<file path="src/rtl/fa_pkg.sv">
`timescale 1ns/1ps
package fa_pkg;
    localparam int WORD_W   = 32;
    localparam int PARCEL_W = WORD_W / 2;

    typedef enum logic [1:0] {
        PK_SHORT = 2'd0,
        PK_FULL  = 2'd1,
        PK_LONG  = 2'd2
    } parcel_kind_t;

    typedef enum logic [1:0] {
        ST_EMPTY = 2'd0,
        ST_HELD  = 2'd1,
        ST_SKIP  = 2'd2
    } align_state_t;
endpackage

</file>
<file path="src/rtl/fa_parcel_class.sv">
`timescale 1ns/1ps
module fa_parcel_class
    import fa_pkg::*;
(
    input  logic [PARCEL_W-1:0] parcel,
    output parcel_kind_t        kind,
    output logic                is_zero
);
    always_comb begin
        if (parcel[1:0] != 2'b11)
            kind = PK_SHORT;
        else if (parcel[4:2] != 3'b111)
            kind = PK_FULL;
        else
            kind = PK_LONG;
        is_zero = (parcel == '0);
    end
endmodule

</file>
<file path="src/rtl/fa_pc_reg.sv">
`timescale 1ns/1ps
module fa_pc_reg #(
    parameter int              PC_W     = 32,
    parameter logic [PC_W-1:0] RESET_PC = '0
) (
    input  logic            clk,
    input  logic            rst_n,
    input  logic            load,
    input  logic [PC_W-1:0] load_pc,
    input  logic            step,
    input  logic            step4,
    output logic [PC_W-1:0] pc
);
    localparam logic [PC_W-1:0] EVEN_MASK = ~PC_W'(1);

    logic [PC_W-1:0] pc_q;

    always_ff @(posedge clk) begin
        if (!rst_n)
            pc_q <= RESET_PC & EVEN_MASK;
        else if (load)
            pc_q <= load_pc & EVEN_MASK;
        else if (step)
            pc_q <= pc_q + (step4 ? PC_W'(4) : PC_W'(2));
    end

    assign pc = pc_q;

    // instruction addresses stay halfword aligned
    p_pc_even_r7: assert property (@(posedge clk) disable iff (!rst_n)
        pc_q[0] == 1'b0);
endmodule

</file>
<file path="src/rtl/fetch_aligner.sv">
`timescale 1ns/1ps
module fetch_aligner
    import fa_pkg::*;
#(
    parameter int              PC_W     = 32,
    parameter logic [PC_W-1:0] RESET_PC = '0
) (
    input  logic              clk,
    input  logic              rst_n,
    input  logic              fetch_valid,
    input  logic [WORD_W-1:0] fetch_word,
    output logic              fetch_ready,
    input  logic              redirect_valid,
    input  logic [PC_W-1:0]   redirect_pc,
    output logic              out_valid,
    input  logic              out_ready,
    output logic [WORD_W-1:0] out_instr,
    output logic              out_len32,
    output logic              out_illegal,
    output logic [PC_W-1:0]   out_pc
);
    localparam int N_CAND = 2;
    localparam int C_HOLD = 0;
    localparam int C_LOW  = 1;

    align_state_t          state_q, state_d;
    logic [PARCEL_W-1:0]   hold_q, hold_d;
    logic [PARCEL_W-1:0]   word_lo, word_hi;
    logic [PARCEL_W-1:0]   cand    [N_CAND];
    parcel_kind_t          kind    [N_CAND];
    logic                  is_zero [N_CAND];
    logic                  emitted;
    logic                  took_word;

    assign word_lo      = fetch_word[PARCEL_W-1:0];
    assign word_hi      = fetch_word[WORD_W-1:PARCEL_W];
    assign cand[C_HOLD] = hold_q;
    assign cand[C_LOW]  = word_lo;

    for (genvar g = 0; g < N_CAND; g++) begin : g_cls
        fa_parcel_class u_cls (
            .parcel  (cand[g]),
            .kind    (kind[g]),
            .is_zero (is_zero[g])
        );
    end

    // state register
    always_ff @(posedge clk) begin
        if (!rst_n) begin
            state_q <= ST_EMPTY;
            hold_q  <= '0;
        end else begin
            state_q <= state_d;
            hold_q  <= hold_d;
        end
    end

    // outputs
    always_comb begin
        out_valid   = 1'b0;
        out_instr   = '0;
        out_len32   = 1'b0;
        out_illegal = 1'b0;
        fetch_ready = 1'b0;
        unique case (state_q)
            ST_EMPTY: begin
                if (fetch_valid) begin
                    out_valid   = 1'b1;
                    fetch_ready = out_ready;
                    unique case (kind[C_LOW])
                        PK_SHORT: begin
                            out_instr   = {{PARCEL_W{1'b0}}, word_lo};
                            out_illegal = is_zero[C_LOW];
                        end
                        PK_FULL: begin
                            out_instr = fetch_word;
                            out_len32 = 1'b1;
                        end
                        default: begin
                            out_instr   = {{PARCEL_W{1'b0}}, word_lo};
                            out_illegal = 1'b1;
                        end
                    endcase
                end
            end
            ST_HELD: begin
                unique case (kind[C_HOLD])
                    PK_SHORT: begin
                        out_valid   = 1'b1;
                        out_instr   = {{PARCEL_W{1'b0}}, hold_q};
                        out_illegal = is_zero[C_HOLD];
                    end
                    PK_FULL: begin
                        out_valid   = fetch_valid;
                        out_instr   = {word_lo, hold_q};
                        out_len32   = 1'b1;
                        fetch_ready = out_ready;
                    end
                    default: begin
                        out_valid   = 1'b1;
                        out_instr   = {{PARCEL_W{1'b0}}, hold_q};
                        out_illegal = 1'b1;
                    end
                endcase
            end
            ST_SKIP: begin
                fetch_ready = 1'b1;
            end
            default: begin
                fetch_ready = 1'b0;
            end
        endcase
        if (redirect_valid) begin
            out_valid   = 1'b0;
            fetch_ready = 1'b0;
        end
    end

    assign emitted   = out_valid && out_ready;
    assign took_word = fetch_valid && fetch_ready;

    // next state
    always_comb begin
        state_d = state_q;
        hold_d  = hold_q;
        if (redirect_valid) begin
            state_d = redirect_pc[1] ? ST_SKIP : ST_EMPTY;
            hold_d  = '0;
        end else begin
            unique case (state_q)
                ST_EMPTY: begin
                    if (emitted && kind[C_LOW] != PK_FULL) begin
                        state_d = ST_HELD;
                        hold_d  = word_hi;
                    end
                end
                ST_HELD: begin
                    if (emitted) begin
                        if (kind[C_HOLD] == PK_FULL) begin
                            state_d = ST_HELD;
                            hold_d  = word_hi;
                        end else begin
                            state_d = ST_EMPTY;
                        end
                    end
                end
                ST_SKIP: begin
                    if (took_word) begin
                        state_d = ST_HELD;
                        hold_d  = word_hi;
                    end
                end
                default: begin
                    state_d = ST_EMPTY;
                end
            endcase
        end
    end

    fa_pc_reg #(
        .PC_W     (PC_W),
        .RESET_PC (RESET_PC)
    ) u_pc (
        .clk     (clk),
        .rst_n   (rst_n),
        .load    (redirect_valid),
        .load_pc (redirect_pc),
        .step    (emitted),
        .step4   (out_len32),
        .pc      (out_pc)
    );

    // a short parcel never carries upper bits
    p_short_upper_r2: assert property (@(posedge clk) disable iff (!rst_n)
        (out_valid && !out_len32) |-> (out_instr[WORD_W-1:PARCEL_W] == '0));

    // all-zero instruction flagged
    p_zero_illegal_r5: assert property (@(posedge clk) disable iff (!rst_n)
        (out_valid && out_instr[PARCEL_W-1:0] == '0) |-> out_illegal);

    // long-encoding prefix emitted alone and flagged
    p_long_illegal_r6: assert property (@(posedge clk) disable iff (!rst_n)
        (out_valid && out_instr[4:0] == 5'h1F) |-> (out_illegal && !out_len32));

    // PC advances by the accepted length
    p_pc_step_r7: assert property (@(posedge clk) disable iff (!rst_n)
        (out_valid && out_ready) |=>
            (out_pc == $past(out_pc) + ($past(out_len32) ? PC_W'(4) : PC_W'(2))));

    // a stalled offer consumes no fetch word
    p_stall_noconsume_r8: assert property (@(posedge clk) disable iff (!rst_n)
        (out_valid && !out_ready) |-> !fetch_ready);

    // a stalled offer keeps its address
    p_stall_pc_r8: assert property (@(posedge clk) disable iff (!rst_n)
        (out_valid && !out_ready && !redirect_valid) |=> $stable(out_pc));

    // redirect cycle is quiet on both sides
    p_redirect_quiet_r9: assert property (@(posedge clk) disable iff (!rst_n)
        redirect_valid |-> (!out_valid && !fetch_ready));

    // redirect target becomes the next address
    p_redirect_pc_r9: assert property (@(posedge clk) disable iff (!rst_n)
        redirect_valid |=> (out_pc == ($past(redirect_pc) & ~PC_W'(1))));
endmodule

</file>
<file path="config.mk">
export PLATFORM = sky130hd
export DESIGN_NAME = fetch_aligner
export DESIGN_NICKNAME = d
export VERILOG_FILES = /design/src/rtl/fa_pkg.sv /design/src/rtl/fa_parcel_class.sv /design/src/rtl/fa_pc_reg.sv /design/src/rtl/fetch_aligner.sv
export SDC_FILE = /design/constraint.sdc
export NUM_CORES = 1
export LEC_CHECK = 0
export BUFFER_PORTS_ARGS = -buffer_cell sky130_fd_sc_hd__buf_2
export CELL_PAD_IN_SITES_DETAIL_PLACEMENT = 1
export CELL_PAD_IN_SITES_GLOBAL_PLACEMENT = 2
export CORE_MARGIN = 2
export CORE_UTILIZATION = 25
export DETAILED_ROUTE_END_ITERATION = 10
export GPL_ROUTABILITY_DRIVEN = 0
export PLACE_DENSITY_LB_ADDON = 0.3
export REMOVE_ABC_BUFFERS = 1
export SLEW_MARGIN = 30
export SYNTH_ARGS = -nofsm -noshare
export SYNTH_HDL_FRONTEND = slang
export SYNTH_SLANG_ARGS = --single-unit
</file>
<file path="constraint.sdc">
create_clock -name clk -period 4.06 [get_ports clk]
set_input_delay 0.203 -clock clk [delete_from_list [all_inputs] [get_ports clk]]
set_output_delay 0.203 -clock clk [all_outputs]
set_load 0.005 [all_outputs]
</file>
==> results of run 1 <==
-- Yosys cell counts (3+ instances only) --
cell type,n,area [um^2]
nor3_1,15,75.07
nor4_1,10,62.56
dfxtp_1,49,980.9
a21boi_1,10,75.07
nand2_1,18,67.56
clkbuf_1,19,71.32
and3_1,4,25.02
buf_2,3,15.01
o21ai_0,45,225.2
xnor2_1,12,105.1
a21boi_0,6,45.04
inv_1,6,22.52
and2_1,4,25.02
nand3_1,28,140.1
nor4_2,6,75.07
buf_1,3,11.26
nor2_1,17,63.81
a22o_1,33,289.0
a311oi_1,8,70.07
nand4_1,7,43.79
and4_1,7,61.31
a211oi_1,10,75.07
a31oi_1,4,25.02
a21oi_1,17,85.08
-- power breakdown --
group          total (mW)  internal, mW  switching (mW)  leakage [nW]
Sequential          0.536         0.506          0.0306         0.403
Combinational       0.215         0.102           0.114          1.14
Clock               0.407         0.230           0.178        0.0652
-- state kept, by name (all words and copies together) (netlist names) --
signal and cells:
u_pc.pc 31, hold_q 16, state_q 2
-- stage by stage --
| stage | hold slack [ns] | instance area, um^2 |
|---|---|---|
| after floorplan | 0.3356 | 2903 |
| after global placement | 0.4665 | 3810 |
| after detailed placement | 0.4815 | 3812 |
| after CTS | 0.1740 | 3949 |
| after global routing | 0.1928 | 3949 |
| final | 0.1798 | 3949 |
-- metal layers --
| layer | GRT usage, % | wire, um |
|---|---|---|
| met1 | 23.01 | 5286 |
| met2 | 29.22 | 5158 |
| met3 | 3.560 | 779 |
| met4 | 2.683 | 47 |
| met5 | 0 | 0 |
-- kinds of logic after synthesis --
kind of cell,count (synthesis)
mux,2
other cells,1
flops,49
fa+ha+maj,3
simple gates,123
compound gates,148
xor+xnor,12
buf+inv,33
-- final cells by class --
| cell class | count | area (um^2) | share of cell area, % |
|---|---|---|---|
| multi-input cells | 289 | 1898 | 48.07 |
| well taps | 147 | 183.9 | 4.658 |
| clock buffers | 8 | 136.4 | 3.454 |
| flip-flops and latches | 49 | 980.9 | 24.84 |
| repair buffers | 141 | 723.2 | 18.31 |
| inverters | 7 | 26.28 | 0.6654 |
-- worst paths after layout --
check	slack [ns]	endpoint
max	0.53	u_pc.pc[27]
min	0.18	u_pc.pc[6]
max reg2reg	0.53	u_pc.pc[27]
min reg2reg	0.50	hold_q[10]
-- worst register-to-register path, delay by kind of cell (launching register included) --
family,cells,cell delay [ns]
adder cells (fa/ha/maj),2,0.76
buffers and inverters,1,0.23
flip-flops,1,0.36
AND/OR/NAND/NOR,8,2.10
==> metrics.md, run 1 <==
| Metric | Value |
|---|---|
| Synth Area in XOR/XNOR | `3.494%` |
| Buffer depth of the longest clock path | `2` |
| DRT Pass-1 Iters | `4` |
| Die area | `12930 um^2` |
| All-Layer GR Usage | `17.20%` |
| Clk pin slew, worst setup/hold paths | `0.06 ns` |
| Vias in the first global route | `3392` |
| Crit. path cell count | `11` |
| Starting Density | `25.36%` |
| Period minus WS final | `3.533 ns` |
| RR Startpoint | `state_q[1]` |
| Reg2reg path depth | `11` |
| CP Launch Point | `state_q[1]` |
| Layout cells sized above 1 | `31.78%` |
| Post-CTS Setup Inserts | `0` |
| Core region area | `11860 um^2` |
| Asr flop ratio synth | `0%` |
| Fin util | `33.29%` |
| Hold Path Origin | `redirect_pc[6]` |
| Vias/cell | `5.318` |
| Crit-path cells | `nand2b_1 -> nor2_1 -> buf_4 -> and2_1 -> nor2_1 -> ha_1 -> fa_1 -> nand4_1 -> nor2_1 -> and4_1 -> nor3_1` |
| Diodes inserted | `0` |
| Post-Syn Area | `3008 um^2` |
| Hold buffers post-CTS | `0` |
| Hold depth | `3` |
| Num CTS Buffers | `5` |
| Buffers on Ports | `134` |
| Setup CP Type | `reg2reg` |
| Complex-gate fraction of the synthesized area | `33.94%` |
| Count of cell types in the netlist | `50` |
| Pwr dens | `293.6 nW/um^2` |
| Post-synthesis mux area share | `0.7072%` |
| Buf+Inv Stages, Crit Path | `1` |
| H-tree Lvls | `2` |
| CP required | `4.26 ns` |
| Non-Filler Instances | `641` |
| Cell Rows | `40` |
| Die height | `113.7 um` |
| Final Max Tran Viols | `0` |
| P_leak | `1.610 nW` |
| Wire per inst | `17.58 um` |
| Yosys Warn Count | `0` |
| Register bit count reported by yosys | `49` |
| Area delta synth->final | `31.28%` |
| First-pass GRT wire length | `18.15 mm` |
| CP endpoint kind | `register` |
| Via Count | `3409` |
| Clk sinks | `49` |
| Main combinational cell family by area after synthesis | `compound AO/OA/AOI/OAI gates` |
| Max incr delay on CP | `0.57 ns` |
| Max-cap viol count | `0` |
| Seq/Total Area, Yosys | `32.61%` |
| Most used cell, CP | `nor2_1` |
| Root buf cell | `clkbuf_16` |
| Final period utilization | `87.02%` |
| HP Class | `in2reg` |
| Final Hold Vio Count | `0` |
| Detailed placement HPWL | `8.452 mm` |
| GR Overflow Total | `0` |
| Fmax | `283.1 MHz` |
| Clock skew | `0.004593 ns` |
| Critical Path Slowest Stage Cell | `and2_1` |
| Die width | `113.7 um` |
| Initial antenna violation count | `0` |
| Layout filler cell count | `1476` |
| Commonest non-fill, non-tap cell in the layout | `buf_2` |
| Max VDD drop | `0.1566 mV` |
| Worst slack, placed | `0.5053 ns` |
| Synth Flop Type | `dfxtp_1` |
| Max-slew headroom | `38.85%` |
| Setup slack after layout | `0.5271 ns` |
| # DRC | `0` |
| Unrepaired setup endpoints after global routing | `no` |
| Final total power | `1.159 mW` |
| CP startpoint kind | `register` |
| Setup_tns | `0 ns` |
| Status | `finished clean` |
| Post-synth EDFFs | `0` |
| Largest net degree at the start of global routing | `46` |
| Adder-cell area share of the yosys netlist | `1.498%` |
| Routed Antenna Nets | `0` |
| Post-CTS Resized | `0` |
| Crit Path Max Fanout | `17` |
| Synth Area per Inst | `8.108 um^2` |
| IO Pins | `137` |
| Cells after Synth | `371` |
| Final setup fails | `0` |
| Final wirelength | `11.27 mm` |
| CTS tree | `done` |
| Layout Nets | `565` |
| Placed Cells incl. Taps | `633` |
| Crit-path leading delay family | `simple AND/OR/NAND/NOR gates` |
| Worst Path Arrival | `3.74 ns` |
| 1st-iter DRT viols | `147` |
| Clk_lat worst skew | `0.29 ns` |
| Least-Margin Pin Slew | `0.9172 ns` |
| Post-synthesis simple-gate area fraction | `23.25%` |
| Most frequent cells in the layout | `134 x buf_2, 49 x dfxtp_1, 45 x o21ai_0` |
No activity file was read; power rests on OpenSTA's default activity.
==> run 2, diff against run 1 <==
Settings changed: CORE_UTILIZATION 25 to 26, CTS_BUF_LIST from default to sky130_fd_sc_hd__clkbuf_8.
==> metrics.md, run 2 (synthesis gave the netlist of run 1 again) <==
| Metric | Value |
|---|---|
| Core region area | `11370 um^2 (was 11860 um^2)` |
| R2R Setup Slk | `0.60 ns (was 0.53 ns)` |
| Worst slack, placed | `0.5614 ns (was 0.5053 ns)` |
| Num CTS Buffers | `5 (unchanged)` |
| Period minus WS final | `3.464 ns (was 3.533 ns)` |
| Critical Path Slowest Stage Cell | `and2_1 (unchanged)` |
| Worst Path Arrival | `3.64 ns (was 3.74 ns)` |
| Setup CP Type | `reg2reg (unchanged)` |
| Destination of the worst hold path | `u_pc.pc[3] (was u_pc.pc[6])` |
| Largest net degree at the start of global routing | `47 (was 46)` |
| Final Max Tran Viols | `0 (unchanged)` |
| Unrepaired setup endpoints after global routing | `no (unchanged)` |
| Final total power | `1.072 mW (was 1.159 mW)` |
| Reg2reg path depth | `11 (unchanged)` |
| Buffer depth of the longest clock path | `2 (unchanged)` |
| Least-Margin Pin Slew | `0.8326 ns (was 0.9172 ns)` |
| Die height | `111.6 um (was 113.7 um)` |
| Die area | `12450 um^2 (was 12930 um^2)` |
| Layout filler cell count | `1425 (was 1476)` |
| Clk sinks | `49 (unchanged)` |
| R2R Path End | `u_pc.pc[13] (was u_pc.pc[27])` |
| IO Pins | `137 (unchanged)` |
| Buf+Inv Stages, Crit Path | `1 (unchanged)` |
| HP Class | `in2reg (unchanged)` |
| Max VDD drop | `0.1048 mV (was 0.1566 mV)` |
| Max-slew headroom | `44.49% (was 38.85%)` |
| Final Cell Area | `3901 um^2 (was 3949 um^2)` |
| Via Count | `3419 (was 3409)` |
| Layout cells sized above 1 | `32.25% (was 31.78%)` |
| Starting Density | `26.46% (was 25.36%)` |
| H-tree Lvls | `2 (unchanged)` |
| Crit-path cells | `nand2b_1 -> nor2_1 -> buf_4 -> and2_1 -> nor2_1 -> ha_1 -> fa_1 -> nand4_1 -> nor2_1 -> a311oi_1 -> a211oi_1 (was nand2b_1 -> nor2_1 -> buf_4 -> and2_1 -> nor2_1 -> ha_1 -> fa_1 -> nand4_1 -> nor2_1 -> and4_1 -> nor3_1)` |
| P_leak | `1.594 nW (was 1.610 nW)` |
| Hold Path Origin | `redirect_pc[3] (was redirect_pc[6])` |
| Final wirelength | `10.95 mm (was 11.27 mm)` |
| DRT Pass-1 Iters | `4 (unchanged)` |
| Cell Rows | `39 (was 40)` |
| Max-cap viol count | `0 (unchanged)` |
| Clk_lat worst skew | `0.30 ns (was 0.29 ns)` |
| # DRC | `0 (unchanged)` |
| Status | `finished clean (unchanged)` |
| Crit Path Max Fanout | `17 (unchanged)` |
| Die width | `111.6 um (was 113.7 um)` |
| Initial antenna violation count | `0 (unchanged)` |
| Clock skew | `0.007925 ns (was 0.004593 ns)` |
| Layout Nets | `564 (was 565)` |
| Max incr delay on CP | `0.55 ns (was 0.57 ns)` |
| Max reg flops | `31 (unchanged)` |
| Area after DPL | `3800 um^2 (was 3812 um^2)` |
| Area delta synth->final | `29.70% (was 31.28%)` |
| Routed Antenna Nets | `0 (unchanged)` |
| CP required | `4.24 ns (was 4.26 ns)` |
| Commonest non-fill, non-tap cell in the layout | `buf_2 (unchanged)` |
| Hold buffers post-CTS | `0 (unchanged)` |
| Root buf cell | `clkbuf_8 (was clkbuf_16)` |
| Setup slack after layout | `0.5957 ns (was 0.5271 ns)` |
| Final setup fails | `0 (unchanged)` |
| Crit. path cell count | `11 (unchanged)` |
| Post-CTS Resized | `0 (unchanged)` |
| GR Overflow Total | `0 (unchanged)` |
| 1st-iter DRT viols | `127 (was 147)` |
| All-Layer GR Usage | `17.21% (was 17.20%)` |
| Detailed placement HPWL | `8.421 mm (was 8.452 mm)` |
| Vias in the first global route | `3426 (was 3392)` |
| First-pass GRT wire length | `17.84 mm (was 18.15 mm)` |
| Buffers on Ports | `134 (unchanged)` |
| Most used cell, CP | `nor2_1 (unchanged)` |
| Final period utilization | `85.33% (was 87.02%)` |
| Wire per inst | `17.22 um (was 17.58 um)` |
| RR Startpoint | `state_q[1] (unchanged)` |
| Vias/cell | `5.376 (was 5.318)` |
| Diodes inserted | `0 (unchanged)` |
| CTS tree | `done (unchanged)` |
| Clk pin slew, worst setup/hold paths | `0.09 ns (was 0.06 ns)` |
| Setup_tns | `0 ns (unchanged)` |
| Pwr dens | `274.8 nW/um^2 (was 293.6 nW/um^2)` |
| CP endpoint kind | `register (unchanged)` |
| Hold depth | `2 (was 3)` |
| Crit-path leading delay family | `simple AND/OR/NAND/NOR gates (unchanged)` |
| Fmax | `288.7 MHz (was 283.1 MHz)` |
| Final Hold Vio Count | `0 (unchanged)` |
| Most frequent cells in the layout | `134 x buf_2, 49 x dfxtp_1, 45 x o21ai_0 (unchanged)` |
| Post-CTS Setup Inserts | `0 (unchanged)` |
| CP startpoint kind | `register (unchanged)` |
[run 2: cell types whose count changed in the layout (fill, tap and decap cells not counted), sizes merged]
cell,before,now
buf,141,140
clkbuf,8,7
clkinv,1,2
[run 2: area by class of cell]
type | instances | area (um^2) | share of cell area, %
Sequential cell | 49 | 980.9 | 25.14
Clock inverter | 1 | 5.005 | 0.1283
Timing Repair Buffer | 140 | 715.7 | 18.35
Multi-Input combinational cell | 289 | 1898 | 48.65
Tap cell | 143 | 178.9 | 4.586
Inverter | 7 | 26.28 | 0.6735
Clock buffer | 7 | 96.34 | 2.470
[run 2: metal layers]
metal | GRT usage, % | routed length (um) | up-vias
met2 | 29.76 | 5160 | 108
li1 | - | - | 1670
met3 | 3.484 | 672 | 4
met4 | 3.210 | 55 | 0
met5 | 0 | 0 | -
met1 | 22.47 | 5060 | 1637
[run 2: power breakdown]
part           switching, mW  internal, mW
clock network          0.167         0.154
registers             0.0310         0.505
logic                  0.113         0.101
[run 2: metrics by stage]
stage / utilization, % / hold slack [ns] / instances
floorplan: - / 0.3356 / 345
global placement: 33.40 / 0.4655 / 628
detailed placement: 33.42 / 0.4691 / 628
CTS: 34.31 / 0.1407 / 636
global route: 34.31 / 0.1616 / 636
finish: 34.31 / 0.1602 / 636
[run 2: worst max path at each step]
| stage | end | slack, ns | start |
|---|---|---|---|
| after floorplan | u_pc.pc[29] | 0.73 | state_q[0] |
| after global placement | u_pc.pc[13] | 0.64 | state_q[1] |
| after detailed placement | u_pc.pc[13] | 0.56 | state_q[1] |
| after CTS | u_pc.pc[13] | 0.54 | state_q[1] |
| after global routing | u_pc.pc[13] | 0.27 | state_q[1] |
| final | u_pc.pc[13] | 0.60 | state_q[1] |
[run 2: worst reg2reg max path, delay by kind of cell (launching register included)]
| kind | cells | cell delay [ns] |
|---|---|---|
| adders and majority gates | 2 | 0.75 |
| and+or+nand+nor | 6 | 1.61 |
| AOI/OAI and AO/OA | 2 | 0.39 |
| DFF | 1 | 0.37 |
| buffers and inverters | 1 | 0.22 |
